--- src/rtl/ck_pkg.sv ---
package ck_pkg;

  typedef enum logic [2:0] {
    PH_IDLE,
    PH_CFG,
    PH_CFG_WAIT,
    PH_ID,
    PH_MAIN,
    PH_DRAIN,
    PH_FIN
  } ck_state_e;

  typedef enum logic [1:0] {
    TAG_CFG,
    TAG_ID,
    TAG_MAIN
  } ck_tag_e;

endpackage

--- src/rtl/ck_addr_seq.sv ---
module ck_addr_seq
  import ck_pkg::*;
#(
  parameter int ADDR_W   = 10,
  parameter int ID_COUNT = 4,
  parameter int IDX_W    = 2,
  parameter logic [ADDR_W-1:0] CFG_ADDR  = 10'h3FF,
  parameter logic [ADDR_W-1:0] ID_BASE   = 10'h200,
  parameter logic [ADDR_W-1:0] PROT_LAST = 10'h03F,
  parameter logic [ADDR_W-1:0] FULL_LAST = 10'h1FE
) (
  input  logic              clk,
  input  logic              rst_n,
  input  logic              start,
  input  logic              req_ready,
  input  logic              rsp_valid,
  input  logic              cfg_cp_bit,
  output logic              req_valid,
  output logic [ADDR_W-1:0] req_addr,
  output logic              clear,
  output ck_tag_e           rsp_tag,
  output logic [IDX_W-1:0]  rsp_idx,
  output logic              done
);

  localparam logic [IDX_W-1:0] IDX_LAST = IDX_W'(ID_COUNT - 1);

  ck_state_e         state_q, state_d;
  logic [ADDR_W-1:0] ptr_q, ptr_d;
  logic [IDX_W-1:0]  idx_q, idx_d;
  logic              prot_q, prot_d;
  ck_tag_e           cur_tag;
  logic              fire;
  logic [ADDR_W-1:0] last_addr;

  assign last_addr = prot_q ? PROT_LAST : FULL_LAST;
  assign fire      = req_valid & req_ready;

  always_comb begin
    req_valid = 1'b0;
    req_addr  = '0;
    cur_tag   = TAG_MAIN;
    unique case (state_q)
      PH_CFG: begin
        req_valid = 1'b1;
        req_addr  = CFG_ADDR;
        cur_tag   = TAG_CFG;
      end
      PH_ID: begin
        req_valid = 1'b1;
        req_addr  = ID_BASE + {{(ADDR_W-IDX_W){1'b0}}, idx_q};
        cur_tag   = TAG_ID;
      end
      PH_MAIN: begin
        req_valid = 1'b1;
        req_addr  = ptr_q;
        cur_tag   = TAG_MAIN;
      end
      default: ;
    endcase
  end

  always_comb begin
    state_d = state_q;
    ptr_d   = ptr_q;
    idx_d   = idx_q;
    prot_d  = prot_q;
    clear   = 1'b0;
    done    = 1'b0;
    unique case (state_q)
      PH_IDLE: begin
        if (start) begin
          clear   = 1'b1;
          state_d = PH_CFG;
        end
      end
      PH_CFG: begin
        if (fire) state_d = PH_CFG_WAIT;
      end
      PH_CFG_WAIT: begin
        if (rsp_valid) begin
          prot_d = ~cfg_cp_bit;
          ptr_d  = '0;
          idx_d  = '0;
          state_d = cfg_cp_bit ? PH_MAIN : PH_ID;
        end
      end
      PH_ID: begin
        if (fire) begin
          if (idx_q == IDX_LAST) state_d = PH_MAIN;
          else idx_d = idx_q + 1'b1;
        end
      end
      PH_MAIN: begin
        if (fire) begin
          if (ptr_q == last_addr) state_d = PH_DRAIN;
          else ptr_d = ptr_q + 1'b1;
        end
      end
      PH_DRAIN: begin
        if (rsp_valid) state_d = PH_FIN;
      end
      PH_FIN: begin
        done    = 1'b1;
        state_d = PH_IDLE;
      end
      default: state_d = PH_IDLE;
    endcase
  end

  always_ff @(posedge clk or negedge rst_n) begin
    if (!rst_n) begin
      state_q <= PH_IDLE;
      ptr_q   <= '0;
      idx_q   <= '0;
      prot_q  <= 1'b0;
      rsp_tag <= TAG_CFG;
      rsp_idx <= '0;
    end else begin
      state_q <= state_d;
      ptr_q   <= ptr_d;
      idx_q   <= idx_d;
      prot_q  <= prot_d;
      if (fire) begin
        rsp_tag <= cur_tag;
        rsp_idx <= idx_q;
      end
    end
  end

  AST_HOLD_REQ: assert property (@(posedge clk) disable iff (!rst_n)
    req_valid && !req_ready |=> req_valid && $stable(req_addr));
  AST_RSP_AFTER_FIRE: assert property (@(posedge clk) disable iff (!rst_n)
    rsp_valid |-> $past(fire));
  AST_DONE_PULSE: assert property (@(posedge clk) disable iff (!rst_n)
    done |=> !done);
  AST_START_IGNORED: assert property (@(posedge clk) disable iff (!rst_n)
    (state_q != PH_IDLE) && (state_q != PH_CFG) && start |=> state_q != PH_CFG);
  AST_MAIN_RANGE: assert property (@(posedge clk) disable iff (!rst_n)
    fire && (cur_tag == TAG_MAIN) |-> req_addr <= (prot_q ? PROT_LAST : FULL_LAST));

endmodule

--- src/rtl/ck_accum.sv ---
module ck_accum
  import ck_pkg::*;
#(
  parameter int DATA_W   = 12,
  parameter int SUM_W    = 16,
  parameter int NIB_W    = 4,
  parameter int ID_COUNT = 4,
  parameter int IDX_W    = 2,
  parameter logic [DATA_W-1:0] CFG_MASK = 12'h01F
) (
  input  logic              clk,
  input  logic              rst_n,
  input  logic              clear,
  input  logic              rsp_valid,
  input  logic [DATA_W-1:0] rsp_data,
  input  ck_tag_e           rsp_tag,
  input  logic [IDX_W-1:0]  rsp_idx,
  output logic [SUM_W-1:0]  sum
);

  logic [SUM_W-1:0] sum_q;
  logic [SUM_W-1:0] word_ext;
  logic [SUM_W-1:0] cfg_ext;
  logic [SUM_W-1:0] nib_ext;
  logic [SUM_W-1:0] id_lane [ID_COUNT];
  logic [SUM_W-1:0] term;

  assign word_ext = {{(SUM_W-DATA_W){1'b0}}, rsp_data};
  assign cfg_ext  = {{(SUM_W-DATA_W){1'b0}}, rsp_data & CFG_MASK};
  assign nib_ext  = {{(SUM_W-NIB_W){1'b0}}, rsp_data[NIB_W-1:0]};

  for (genvar g = 0; g < ID_COUNT; g++) begin : g_id_lane
    assign id_lane[g] = nib_ext << (NIB_W * (ID_COUNT - 1 - g));
  end

  always_comb begin
    unique case (rsp_tag)
      TAG_CFG: term = cfg_ext;
      TAG_ID:  term = id_lane[rsp_idx];
      default: term = word_ext;
    endcase
  end

  always_ff @(posedge clk or negedge rst_n) begin
    if (!rst_n)          sum_q <= '0;
    else if (clear)      sum_q <= '0;
    else if (rsp_valid)  sum_q <= sum_q + term;
  end

  assign sum = sum_q;

  AST_CFG_FIRST: assert property (@(posedge clk) disable iff (!rst_n)
    rsp_valid && (rsp_tag == TAG_CFG) |-> sum_q == '0);

endmodule

--- src/rtl/image_checksum.sv ---
module image_checksum
  import ck_pkg::*;
#(
  parameter int ADDR_W   = 10,
  parameter int DATA_W   = 12,
  parameter int SUM_W    = 16,
  parameter int NIB_W    = 4,
  parameter int ID_COUNT = 4,
  parameter int CP_BIT   = 3,
  parameter logic [ADDR_W-1:0] CFG_ADDR  = 10'h3FF,
  parameter logic [ADDR_W-1:0] ID_BASE   = 10'h200,
  parameter logic [ADDR_W-1:0] PROT_LAST = 10'h03F,
  parameter logic [ADDR_W-1:0] FULL_LAST = 10'h1FE,
  parameter logic [DATA_W-1:0] CFG_MASK  = 12'h01F
) (
  input  logic              clk,
  input  logic              rst_n,
  input  logic              start,
  output logic              req_valid,
  input  logic              req_ready,
  output logic [ADDR_W-1:0] req_addr,
  input  logic              rsp_valid,
  input  logic [DATA_W-1:0] rsp_data,
  output logic              done,
  output logic [SUM_W-1:0]  checksum
);

  localparam int IDX_W = (ID_COUNT > 1) ? $clog2(ID_COUNT) : 1;

  logic             clear;
  ck_tag_e          rsp_tag;
  logic [IDX_W-1:0] rsp_idx;

  ck_addr_seq #(
    .ADDR_W   (ADDR_W),
    .ID_COUNT (ID_COUNT),
    .IDX_W    (IDX_W),
    .CFG_ADDR (CFG_ADDR),
    .ID_BASE  (ID_BASE),
    .PROT_LAST(PROT_LAST),
    .FULL_LAST(FULL_LAST)
  ) u_seq (
    .clk       (clk),
    .rst_n     (rst_n),
    .start     (start),
    .req_ready (req_ready),
    .rsp_valid (rsp_valid),
    .cfg_cp_bit(rsp_data[CP_BIT]),
    .req_valid (req_valid),
    .req_addr  (req_addr),
    .clear     (clear),
    .rsp_tag   (rsp_tag),
    .rsp_idx   (rsp_idx),
    .done      (done)
  );

  ck_accum #(
    .DATA_W  (DATA_W),
    .SUM_W   (SUM_W),
    .NIB_W   (NIB_W),
    .ID_COUNT(ID_COUNT),
    .IDX_W   (IDX_W),
    .CFG_MASK(CFG_MASK)
  ) u_acc (
    .clk      (clk),
    .rst_n    (rst_n),
    .clear    (clear),
    .rsp_valid(rsp_valid),
    .rsp_data (rsp_data),
    .rsp_tag  (rsp_tag),
    .rsp_idx  (rsp_idx),
    .sum      (checksum)
  );

  AST_RESULT_HOLD: assert property (@(posedge clk) disable iff (!rst_n)
    done && !start |=> $stable(checksum));
  AST_NO_REQ_AT_DONE: assert property (@(posedge clk) disable iff (!rst_n)
    done |-> !req_valid && !rsp_valid);

endmodule

--- config.mk ---
export PLATFORM = sky130hd
export DESIGN_NAME = image_checksum
export DESIGN_NICKNAME = d
export VERILOG_FILES = /design/src/rtl/ck_pkg.sv /design/src/rtl/ck_addr_seq.sv /design/src/rtl/ck_accum.sv /design/src/rtl/image_checksum.sv
export SDC_FILE = /design/constraint.sdc
export NUM_CORES = 1
export LEC_CHECK = 0
export BUFFER_PORTS_ARGS = -buffer_cell sky130_fd_sc_hd__buf_4
export CORE_MARGIN = 4
export CORE_UTILIZATION = 40
export CTS_CLUSTER_SIZE = 14
export DETAILED_ROUTE_END_ITERATION = 6
export GPL_TIMING_DRIVEN = 0
export PLACE_DENSITY = 0.61
export SLEW_MARGIN = 20
export SYNTH_ARGS = -nofsm -noshare
export SYNTH_HDL_FRONTEND = slang
export SYNTH_SLANG_ARGS = --single-unit
--- constraint.sdc ---
create_clock -name clk -period 3.64 [get_ports clk]
set_clock_uncertainty 0.1 [all_clocks]
set_input_delay 0.728 -clock clk [delete_from_list [all_inputs] [get_ports clk]]
set_output_delay 0.728 -clock clk [all_outputs]
set_load 0.01 [all_outputs]
Word level (Yosys, flattened, before mapping)
Index checks and enable logic that the tools add are counted.
{"block": "op_classes", "add_sub_neg": 4, "magnitude_cmp": 1, "eq_ne": 19, "mux": 31, "n_bitwise": 3, "n_reduce_logical": 10}
{"operator": "2-to-1 mux 16 bit", "count": 4}
{"operator": "binary-select mux 16 bit (select 2 bit)", "count": 1}
{"operator": "case mux 16 bit (2 select lines)", "count": 1}
{"operator": "2-to-1 mux 10 bit", "count": 3}
{"operator": "case mux 10 bit (3 select lines)", "count": 1}
{"operator": "2-to-1 mux 3 bit", "count": 9}
{"operator": "case mux 10 bit (2 select lines)", "count": 1}
{"operator": "case mux 3 bit (6 select lines)", "count": 1}
{"operator": "adder 16 bit", "count": 1}
{"operator": "adder 10 x 1 -> 10 bit, second input constant", "count": 1}
{"operator": "adder 10 x 2 -> 10 bit, first input constant", "count": 1}
{"operator": "equality test 10 bit", "count": 1}
{"operator": "!= test 2 x 1 -> 1 bit, second input constant", "count": 5}
{"operator": "!= test 2 bit, second input constant", "count": 5}
{"operator": "equality test 3 bit, second input constant", "count": 3}
{"operator": "2-to-1 mux 9 bit", "count": 1}
{"operator": "case mux 2 bit (2 select lines)", "count": 2}
{"operator": "AND reduction 4 bit", "count": 2}
{"operator": "AND reduction 8 bit", "count": 1}
{"operator": "equality test 3 x 2 -> 1 bit, second input constant", "count": 2}
{"operator": "2-to-1 mux 2 bit", "count": 3}
{"operator": "nonzero test 2 bit", "count": 3}
{"operator": "2-to-1 mux 1 bit", "count": 4}
{"operator": "equality test 3 x 1 -> 1 bit, second input constant", "count": 1}
{"operator": "other kinds (11)", "count": 11}
{"block": "totals", "regBits": 36, "inputBits": 17, "out_inout_bits": 28, "word_cells": 75}

Longest topological paths before layout
{"block": "depth", "depth_word": 8, "depth_mapped": 12, "depth_no_buf": 12}

Modules after synthesis
Synthesis repeated with hierarchy kept, for this count alone.
{"block": "unflattened", "cells_unflattened": 340, "hier_area_um2": 2926.6}
{"module": "ck_accum", "instances": 1, "cells_per_inst": 192, "area_each_um2": 1614.0, "seq_area_each_um2": 400.4}
{"module": "ck_addr_seq", "instances": 1, "cells_per_inst": 148, "area_each_um2": 1312.5, "seq_area_each_um2": 500.5}

Worst setup path after synthesis
Ideal clock, no wire load.
{"block": "synth_timing", "kind": "register to register", "from": "reg u_seq.rsp_tag[1]", "to": "reg u_acc.sum_q[15], in the netlist u_acc.sum[15]", "setup_time_ns": 0.079, "arrival_time_ns": 2.570, "required_time_ns": 3.461, "path_slack_ns": 0.891, "stages_incl_launch_ff": 11, "path_buffers": 0, "period_less_slack_ns": 2.749, "path_cell_list": "dfrtp_1 > nand2b_1 > a21o_1 > and2_1 > ha_1 > a21o_1 > a221oi_4 > o41ai_2 > o41ai_2 > mux2i_1 > mux2i_1"}
{"block": "synth_via", "elab_chain_len": 5, "word_cells_on_any_way": 6, "cone_classes": "add/sub: 1; eq/ne: 1; mux: 3; reduce/logical: 1"}
{"item": "start: declaration", "line": "ck_addr_seq.sv:21", "text": "output ck_tag_e rsp_tag,"}
{"item": "start signal: assignment", "line": "ck_addr_seq.sv:125", "text": "rsp_tag <= cur_tag;"}
{"item": "equality test 2 x 1 -> 1 bit or logical NOT 2 bit (tied branches)", "line": "ck_accum.sv:37", "text": "unique case (rsp_tag)"}
{"item": "case mux 16 bit (2 select lines) (*)", "line": "ck_accum.sv:37"}
{"item": "adder 16 bit (*)", "line": "ck_accum.sv:47", "text": "else if (rsp_valid) sum_q <= sum_q + term;"}
{"item": "2-to-1 mux 16 bit (*)", "line": "ck_accum.sv:47"}
{"item": "2-to-1 mux 16 bit (*)", "line": "ck_accum.sv:46", "text": "else if (clear) sum_q <= '0;"}
{"item": "end signal: assignment", "line": "ck_accum.sv:47"}
{"item": "end: declaration", "line": "ck_accum.sv:21", "text": "logic [SUM_W-1:0] sum_q;"}
Mark *: on every way between the ends. The rest lies on a longest branch, timed or not. The select of a mux whose other input is x is not followed.
A chain may end at the register's enable or synchronous reset.

Final worst setup path
Same ends and word-level chain as after synthesis.

==> results.ini <==
[placed_design]
gp_congestion = 0.866
dpl.cell_count = 479
dp_hpwl_um = 5530
io_buffers = 44

[die]
rows = 30
die_h_um = 91.7
initial_core_util = 0.412
ioPinCount = 45
core_um2 = 6790
dieArea_um2 = 8410
dieWidth_um = 91.7

[yosys]
synth_ff_type = dfrtp_1
synth.top_cell.area_share = 0.322
seq_area_frac_synth = 0.322
synth_edf_count = 0
postSynth.asyncResetShare = 1.00
ys_top_cells_by_area = dfrtp_1 32%, ha_1 8.0%, nand2_1 6.2%, o21ai_0 6.1%, mux2i_1 4.3%
synth_seq_cells = 36
syn_inst = 339
synth_top_area_cell = dfrtp_1
synth_area_um2 = 2800
synth_warnings = 0
synth.net_count = 375
avgSynthCellArea_um2 = 8.26
ys_types = 49

[final_layout]
insertedDiodeCount = 0
finalNonFillerCells = 487
drive_above_1_share = 0.164
synthToLayoutAreaGrowth_pct = 19.4
mostFrequentLayoutCells = 46 x nand2_1, 44 x buf_4, 36 x dfrtp_1
utilization = 0.492
nets = 426
n_fill_cell = 666
final_common_cell = nand2_1

[critical_path]
r2r_slack_ns = 0.58
cp.required_ns = 3.76
startpoint_type = flop
path_class = flop to flop
cp-end-kind = flop
path_max_fanout = 4
r2r-end = u_acc.sum[15]
cp_data_arrival_time_ns = 3.17
r2r_start = u_seq.rsp_tag[1]
rr_worst_depth = 10

[routing]
viasPerCell = 5.40
drtPass1Iterations = 4
wirelength_um = 7360
wl_per_cell_um = 15.1
vias = 2628
detail_route.iter0.violations = 147
postRouteAntennaNets = 0
drc = 0

[clock_tree]
cts_root_buf = clkbuf_8
postCtsHoldBufs = 0
cts_sinks = 36
htree_levels = 2
cts_setup_buffers = 0
cts_buffers = 5
cts_tree = done
ctsLongestPathBuffers = 2
worst_skew_pair.late_latency_ns = 0.30
post_cts_resized = 0
clk_pin_slew_ns = 0.08

[grt]
grt_pass1_vias = 2534
grtUsageTotal = 0.182
grt_max_degree = 37
grt_overflow_total = 0
grt_pass1_wl_um = 12400
antenna_found_initial = 0

[sta]
min_period_ns = 3.06
setup_tns_ns = 0
rsz0062_at_grt = false
fmax_mhz = 327
hold_viol = 0
hold_ws_ns = 0.292
slew_headroom = 0.575
finalMaxSlewViolations = 0
fin_crit_sh = 0.840
worst_slew_pin_slew_ns = 0.637
setup_viol = 0

[pwr]
power_density_nw_per_um2 = 781
ir_drop_uv = 358
p_leak_nw = 1.58

[min_path]
hp-class = input pin to async pin

[run_status]
status = complete, no violations

[flow_run]
drv_cap = 0

==> report_power, final <==
group | leakage (nW) | internal (mW) | switching, mW
sequential | 0.468 | 0.536 | 0.136
combinational | 1.06 | 0.734 | 0.895
clock | 0.0445 | 0.154 | 0.159
total | 1.58 | 1.42 | 1.19
==> synth_stat cells, drive strengths merged, types with 3 or more instances <==
library cell	instances
a211oi	4
a21o	8
a21oi	19
a31oi	4
and2	9
and3	7
buf	5
clkbuf	11
dfrtp	36
ha	18
inv	9
mux2	3
mux2i	12
nand2	46
nand2b	12
nand3	13
nand3b	4
nor2	29
nor3	5
nor3b	3
o2111ai	3
o21a	3
o21ai	35
o31ai	3
o41ai	4
or3	3
xnor2	6
xor2	3
==> worst max path at each step <==
stage | start | to | slack, ns | cells after the start
after floorplan | u_seq.rsp_tag[1] | u_acc.sum[15] | 0.89 | 10
after global placement | rsp_data[3] | u_acc.sum[15] | 0.53 | 9
after detailed placement | rsp_data[3] | u_acc.sum[15] | 0.48 | 9
after CTS | u_seq.rsp_tag[1] | u_acc.sum[15] | 0.55 | 10
after global routing | u_seq.rsp_tag[1] | u_acc.sum[14] | 0.39 | 12
final | u_seq.rsp_tag[1] | u_acc.sum[15] | 0.58 | 10
==> critical path: stages (launching register included) <==
cell and delay [ns]:
dfrtp_1 0.41, nand2b_1 0.20, a21o_1 0.19, and2_1 0.18, ha_1 0.31, a21o_1 0.22
a221oi_4 0.40, o41ai_2 0.15, o41ai_2 0.32, mux2i_1 0.28, mux2i_1 0.21
==> layer usage <==
metal / part of all wire / global-route usage / wire (um)
met1: 0.47 / 0.248 / 3440
met2: 0.46 / 0.289 / 3370
met3: 0.061 / 0.0386 / 449
met4: 0.015 / 0.0578 / 107
met5: 0 / 0 / 0
==> logic make-up after synthesis <==
group / count (synthesis) / synth area share
xor gates and xnor gates: 9 / 0.0281
buffers and inverters: 25 / 0.0348
adders and majority gates: 19 / 0.0875
muxes: 15 / 0.0549
AOI/OAI and AO/OA: 96 / 0.227
DFF: 36 / 0.322
and+or+nand+nor: 139 / 0.246
==> state kept, by name (all words and copies together), names as in the netlist <==
name	count
u_seq.rsp_idx	2
u_seq.state_q	3
u_seq.ptr_q	10
u_seq.prot_q	1
u_acc.sum	16
u_seq.rsp_tag	2
u_seq.idx_q	2
==> through the flow <==
step | area [um2] | power [mW] | setup WS, ns
2_1_floorplan | 2800 | 1.80 | 0.891
3_3_place_gp | 3250 | 2.29 | 0.526
3_5_place_dp | 3250 | 2.31 | 0.479
4_1_cts | 3350 | 2.64 | 0.547
5_1_grt | 3350 | 2.87 | 0.395
6_report | 3350 | 2.61 | 0.583
==> final cells by class <==
class / instances / area, um2 / share of cell area
Buffer: 16 / 63.8 / 0.0191
Clock inverter: 1 / 7.51 / 0.00224
Timing Repair Buffer: 44 / 330 / 0.0987
Sequential cell: 36 / 901 / 0.269
Clock buffer: 7 / 86.3 / 0.0258
Inverter: 9 / 33.8 / 0.0101
Tap cell: 96 / 120 / 0.0359
Multi-Input combinational cell: 278 / 1800 / 0.539
Power figures use the tool's default switching activity.
